==> src/rtl/hwc_pkg.sv <==
package hwc_pkg;

    typedef enum logic {
        ST_RUN   = 1'b0,
        ST_SLEEP = 1'b1
    } hwc_state_e;

    typedef enum logic [1:0] {
        RET_NEXT  = 2'd0,
        RET_SELF  = 2'd1,
        RET_SAVED = 2'd2
    } hwc_ret_e;

    typedef struct packed {
        logic     enter_sleep;
        logic     wake;
        logic     dispatch;
        hwc_ret_e ret_sel;
        logic     arm_hold;
        logic     ime_set;
        logic     ime_clr;
        logic     ew_set;
        logic     ew_clr;
    } hwc_action_t;

    function automatic logic any_pending(input logic [7:0] en, input logic [7:0] fl);
        logic hit;
        hit = 1'b0;
        for (int i = 0; i < 8; i++) begin
            hit = hit | (en[i] & fl[i]);
        end
        return hit;
    endfunction

endpackage

==> src/rtl/hwc_decide.sv <==
module hwc_decide
    import hwc_pkg::*;
#(
    parameter int IRQ_N = 5
) (
    input  hwc_state_e       state,
    input  logic             ime,
    input  logic             ew,
    input  logic             retire,
    input  logic             op_halt,
    input  logic             op_ei,
    input  logic             op_di,
    input  logic [IRQ_N-1:0] irq_enable,
    input  logic [IRQ_N-1:0] irq_flag,
    output hwc_action_t      act
);

    localparam int PAD = 8 - IRQ_N;

    logic pend;
    logic ime_now;
    logic promoted;
    logic plain_halt;

    assign pend       = any_pending({{PAD{1'b0}}, irq_enable}, {{PAD{1'b0}}, irq_flag});
    assign plain_halt = op_halt & ~op_ei & ~op_di;

    always_comb begin
        act      = '0;
        ime_now  = ime;
        promoted = 1'b0;
        if (state == ST_SLEEP) begin
            if (pend) begin
                act.wake = 1'b1;
                if (ime) begin
                    act.dispatch = 1'b1;
                    act.ret_sel  = RET_SAVED;
                    act.ime_clr  = 1'b1;
                end
            end
        end else if (retire) begin
            if (op_di) begin
                act.ime_clr = 1'b1;
                act.ew_clr  = 1'b1;
                ime_now     = 1'b0;
            end else if (op_ei) begin
                act.ew_set = 1'b1;
            end else if (ew) begin
                act.ew_clr  = 1'b1;
                act.ime_set = 1'b1;
                ime_now     = 1'b1;
                promoted    = 1'b1;
            end

            if (plain_halt) begin
                if (promoted && pend) begin
                    act.dispatch = 1'b1;
                    act.ret_sel  = RET_SELF;
                    act.ime_clr  = 1'b1;
                end else if (ime_now && pend) begin
                    act.dispatch = 1'b1;
                    act.ret_sel  = RET_NEXT;
                    act.ime_clr  = 1'b1;
                end else if (ime_now) begin
                    act.enter_sleep = 1'b1;
                end else if (pend) begin
                    act.arm_hold = 1'b1;
                end else begin
                    act.enter_sleep = 1'b1;
                end
            end else if (ime_now && pend) begin
                act.dispatch = 1'b1;
                act.ret_sel  = RET_NEXT;
                act.ime_clr  = 1'b1;
                act.ew_clr   = 1'b1;
            end
        end
    end

endmodule

==> src/rtl/hwc_enable_reg.sv <==
module hwc_enable_reg
    import hwc_pkg::*;
(
    input  logic        clk,
    input  logic        rst,
    input  hwc_action_t act,
    output logic        ime,
    output logic        ew
);

    always_ff @(posedge clk) begin
        if (rst) begin
            ime <= 1'b0;
            ew  <= 1'b0;
        end else begin
            if (act.ime_clr) begin
                ime <= 1'b0;
            end else if (act.ime_set) begin
                ime <= 1'b1;
            end
            if (act.ew_clr) begin
                ew <= 1'b0;
            end else if (act.ew_set) begin
                ew <= 1'b1;
            end
        end
    end

endmodule

==> src/rtl/hwc_sleep_ctl.sv <==
module hwc_sleep_ctl
    import hwc_pkg::*;
#(
    parameter int ADDR_W = 16
) (
    input  logic              clk,
    input  logic              rst,
    input  hwc_action_t       act,
    input  logic              fetch,
    input  logic [ADDR_W-1:0] next_addr,
    output hwc_state_e        state,
    output logic [ADDR_W-1:0] saved_addr,
    output logic              hold_armed
);

    always_ff @(posedge clk) begin
        if (rst) begin
            state      <= ST_RUN;
            saved_addr <= '0;
            hold_armed <= 1'b0;
        end else begin
            if (act.enter_sleep) begin
                state      <= ST_SLEEP;
                saved_addr <= next_addr;
            end else if (act.wake) begin
                state <= ST_RUN;
            end
            if (act.arm_hold) begin
                hold_armed <= 1'b1;
            end else if (fetch) begin
                hold_armed <= 1'b0;
            end
        end
    end

endmodule

==> src/rtl/hwc_dispatch_out.sv <==
module hwc_dispatch_out
    import hwc_pkg::*;
#(
    parameter int ADDR_W = 16
) (
    input  logic              clk,
    input  logic              rst,
    input  hwc_action_t       act,
    input  logic [ADDR_W-1:0] op_addr,
    input  logic [ADDR_W-1:0] next_addr,
    input  logic [ADDR_W-1:0] saved_addr,
    output logic              irq_go,
    output logic [ADDR_W-1:0] ret_addr
);

    logic [ADDR_W-1:0] ret_pick;

    always_comb begin
        case (act.ret_sel)
            RET_SELF:  ret_pick = op_addr;
            RET_SAVED: ret_pick = saved_addr;
            default:   ret_pick = next_addr;
        endcase
    end

    always_ff @(posedge clk) begin
        if (rst) begin
            irq_go   <= 1'b0;
            ret_addr <= '0;
        end else begin
            irq_go <= act.dispatch;
            if (act.dispatch) begin
                ret_addr <= ret_pick;
            end
        end
    end

endmodule

==> src/rtl/halt_wake_ctrl.sv <==
module halt_wake_ctrl
    import hwc_pkg::*;
#(
    parameter int ADDR_W = 16,
    parameter int IRQ_N  = 5
) (
    input  logic              clk,
    input  logic              rst,
    input  logic              retire,
    input  logic              op_halt,
    input  logic              op_ei,
    input  logic              op_di,
    input  logic [ADDR_W-1:0] op_addr,
    input  logic [ADDR_W-1:0] next_addr,
    input  logic              fetch,
    input  logic [IRQ_N-1:0]  irq_enable,
    input  logic [IRQ_N-1:0]  irq_flag,
    output logic              low_power,
    output logic              fetch_en,
    output logic              pc_hold,
    output logic              ime_state,
    output logic              irq_go,
    output logic [ADDR_W-1:0] irq_ret_addr
);

    hwc_action_t       act;
    hwc_state_e        state;
    logic              ime;
    logic              ew;
    logic              hold_armed;
    logic [ADDR_W-1:0] saved_addr;

    hwc_decide #(.IRQ_N(IRQ_N)) u_decide (
        .state      (state),
        .ime        (ime),
        .ew         (ew),
        .retire     (retire),
        .op_halt    (op_halt),
        .op_ei      (op_ei),
        .op_di      (op_di),
        .irq_enable (irq_enable),
        .irq_flag   (irq_flag),
        .act        (act)
    );

    hwc_enable_reg u_enable (
        .clk (clk),
        .rst (rst),
        .act (act),
        .ime (ime),
        .ew  (ew)
    );

    hwc_sleep_ctl #(.ADDR_W(ADDR_W)) u_sleep (
        .clk        (clk),
        .rst        (rst),
        .act        (act),
        .fetch      (fetch),
        .next_addr  (next_addr),
        .state      (state),
        .saved_addr (saved_addr),
        .hold_armed (hold_armed)
    );

    hwc_dispatch_out #(.ADDR_W(ADDR_W)) u_disp (
        .clk        (clk),
        .rst        (rst),
        .act        (act),
        .op_addr    (op_addr),
        .next_addr  (next_addr),
        .saved_addr (saved_addr),
        .irq_go     (irq_go),
        .ret_addr   (irq_ret_addr)
    );

    assign low_power = (state == ST_SLEEP);
    assign fetch_en  = (state == ST_RUN);
    assign pc_hold   = hold_armed & fetch;
    assign ime_state = ime;

endmodule

==> config.mk <==
export PLATFORM = sky130hd
export DESIGN_NAME = halt_wake_ctrl
export DESIGN_NICKNAME = d
export VERILOG_FILES = /design/src/rtl/hwc_pkg.sv /design/src/rtl/hwc_decide.sv /design/src/rtl/hwc_enable_reg.sv /design/src/rtl/hwc_sleep_ctl.sv /design/src/rtl/hwc_dispatch_out.sv /design/src/rtl/halt_wake_ctrl.sv
export SDC_FILE = /design/constraint.sdc
export NUM_CORES = 1
export LEC_CHECK = 0
export CAP_MARGIN = 0
export CELL_PAD_IN_SITES_DETAIL_PLACEMENT = 1
export CELL_PAD_IN_SITES_GLOBAL_PLACEMENT = 1
export CORE_MARGIN = 1
export CORE_UTILIZATION = 35
export CTS_CLUSTER_SIZE = 24
export DETAILED_ROUTE_END_ITERATION = 8
export PLACE_DENSITY = 0.82
export SLEW_MARGIN = 20
export SYNTH_ARGS = -nofsm -noshare
export SYNTH_HDL_FRONTEND = slang
export SYNTH_HIERARCHICAL = 1
export SYNTH_SLANG_ARGS = --single-unit
==> constraint.sdc <==
create_clock -name clk -period 3.61 [get_ports clk]
set_input_delay 0.722 -clock clk [delete_from_list [all_inputs] [get_ports clk]]
set_output_delay 0.722 -clock clk [all_outputs]
set_load 0.01 [all_outputs]
==> out/summary.txt <==
unrepaired setup endpoints after global routing: false
synthesized area: 0.00180 mm²
Pwr Density: 307 mW/mm²
outcome: finished clean
syn_nets: 231
# hold bufs at CTS: 0
Worst Hold Depth: 2
min-delay worst type: reg2reg
via count: 1619
Critical Path Source: retire
GP Congestion: 0.748
Seq/Total Area, Yosys: 0.411
DRT Wirelength: 5000 µm
chip height: 73.8 µm
CTS tree: built
Pre-antenna DRT Iters: 4
Yosys cell types: 30
Remaining DRCs: 0
period utilisation layout: 0.828
clock-pin slew on the worst setup and hold paths: 0.07 ns
port buffer count: 69
reg2reg start: u_sleep/state
clk sinks: 37
Root Buffer Master: clkbuf_8
area grow syn2layout: 43.5%
P_leak: 0.932 nW
post-DR vias/cell: 5.17
Total Power: 796 µW
initial antenna violation count: 0
Synth Area per Inst: 10.0 µm²
number of CTS-inserted buffers: 5
NumNets Final: 296
setup bufs post-CTS: 0
Synthesis Warnings: 6
hpwl dp: 3610 µm
largest net degree at the start of global routing: 38
wire per inst: 16.0 µm
worst endpoint required time: 3.76 ns
achievable frequency: 335 MHz
Period minus WS final: 2.99 ns
CTS max path bufs: 2
cell taking the most area after synthesis: dfxtp_1
Hold Vio Cnt, Final: 0
diode count: 0
crit path launch type: input port
# IOs: 70
GRT Total Usage: 0.195
Slew Limit Fails: 0
Worst-Skew Late Latency: 0.29 ns
CP endpoint kind: flop
post-CTS resize count: 0
DRT antenna net count: 0
slew margin rel.: 0.421
endpoints failing setup: 0
Synth Register Bits: 37
Initial Utilization: 0.372
CTS HTree Levels: 2
Die Wd: 73.8 µm
placed instance area: 0.00250 mm²
DRC violation total after the first TritonRoute iteration: 57
actual slew at the worst max-slew pin: 0.869 ns
Worst Setup EP: u_disp/ret_addr[11]
Max Clock Skew: 0.00780 ns
worst reg2reg endpoint: u_disp/ret_addr[11]
Crit Path Class: in2reg
Die ar.: 0.00544 mm²
flop2flop setup slack: 1.05 ns
first-pass GRT wire length: 7980 µm
fraction of final layout cells with drive strength greater than 1: 0.154
post-route cell area: 0.00259 mm²
Synth top area share: 0.411
# rows: 25
dominant cells by area after synthesis: dfxtp_1 (41%), mux2i_1 (8.9%), a221oi_2 (8.3%), nor3_2 (6.7%), o22ai_1 (5.6%)
worst r2r path cells: 9
core area: 0.00485 mm²
Synth Instances: 180
max-cap violation count: 0
fillers: 552
Hold WS: 0.496 ns
final setup TNS: 0 ns
vias in the first global route: 1699
grt total ovfl: 0
Crit path arrival time: 3.14 ns
worst IR drop on VDD: 0.237 mV
crit-path max FO: 10
worst min path at each step:
stage                           start  slack (ns)                     end
6_report           u_sleep/hold_armed        0.50      u_sleep/hold_armed
5_1_grt        u_sleep/saved_addr[15]        0.52  u_sleep/saved_addr[15]
4_1_cts            u_sleep/hold_armed        0.49      u_sleep/hold_armed
3_5_place_dp       u_sleep/hold_armed        0.48      u_sleep/hold_armed
3_3_place_gp       u_sleep/hold_armed        0.47      u_sleep/hold_armed
2_1_floorplan      u_sleep/hold_armed        0.44      u_sleep/hold_armed
flip-flops by register name, summed over array words and instances, names as in the netlist:
signal,count
u_disp/irq_go,1
u_disp/ret_addr,16
u_enable/ew,1
u_sleep/hold_armed,1
u_enable/ime,1
u_sleep/state,1
u_sleep/saved_addr,16
layout by cell type, fill, tap and decap left out, types with 3 or more instances in the layout:
cell and n:
nand2_1 3, a221oi_2 10, nand2b_1 5, clkbuf_8 5, nor3_2 12, dfxtp_1 37
inv_1 5, mux2i_1 16, clkdlybuf4s50_1 68, nor3b_1 3, o22ai_1 16, nor3_1 7
nor2b_1 4, buf_4 4, nor2_1 19, and2_1 3, o21ai_0 3, a221oi_1 6
worst max-delay path: stages:
cell and delay, ns:
clkdlybuf4s50_1 0.51, nand2b_1 0.11, nor3_1 0.34, and3_1 0.25, inv_1 0.05, ha_1 0.32, nand2b_1 0.26, buf_4 0.25
a221oi_2 0.23, nor3_2 0.08
report_power, final:
part	internal [mW]	switching (mW)
registers	0.412	0.00315
logic	0.0615	0.0370
clock network	0.133	0.149
total	0.607	0.189
logic make-up after synthesis:
family / after synthesis / synth area share
and+or+nand+nor: 65 / 0.224
AOI/OAI and AO/OA: 40 / 0.196
adders and majority gates: 2 / 0.0139
buffers and inverters: 20 / 0.0666
muxes: 16 / 0.0888
DFF: 37 / 0.411
per-stage QoR:
stage	std cells	worst slack (ns)	util
floorplan	180	1.13	-
CTS	313	0.623	0.534
global placement	305	0.464	0.516
finish	313	0.623	0.534
global route	313	0.456	0.534
detailed placement	305	0.328	0.516
cell usage after synthesis:
master and instances:
nand3_1 2, mux2i_1 16, a221oi_2 10, nor2_1 19
and3_1 2, nor4b_2 1, dfxtp_1 37, nor4bb_1 1
a22oi_1 2, nand2b_1 5, a21oi_1 2, nand2_1 3
o21ai_0 3, nor2b_1 4, nor3_1 7, a222oi_1 1
nor3_2 12, buf_2 11, nand3b_1 1, buf_12 1
buf_1 1, nor3b_1 3, a221oi_1 6, buf_6 2
inv_1 5, and3_2 1, o22ai_1 16, ha_1 2
and2_1 3, nand2_2 1
cell type report:
class / count / area, µm² / share of cell area
Clock inverter: 3 / 17.5 / 0.00677
Sequential cell: 37 / 741 / 0.286
Clock buffer: 5 / 68.8 / 0.0266
Tap cell: 67 / 83.8 / 0.0324
Timing Repair Buffer: 73 / 716 / 0.277
Multi-Input combinational cell: 123 / 942 / 0.364
Inverter: 5 / 18.8 / 0.00725
per-layer routing:
metal  wire length, µm  vias to the layer above  global-route usage  part of all wire
met5                 0                        -                   0                 0
met4                51                        0              0.0577             0.010
met3               209                        5              0.0384             0.042
met2              2590                       38               0.364              0.52
met1              2150                      784               0.223              0.43
li1                  -                      792                   -                 -
Note: power is estimated with default switching activity, not from simulation.
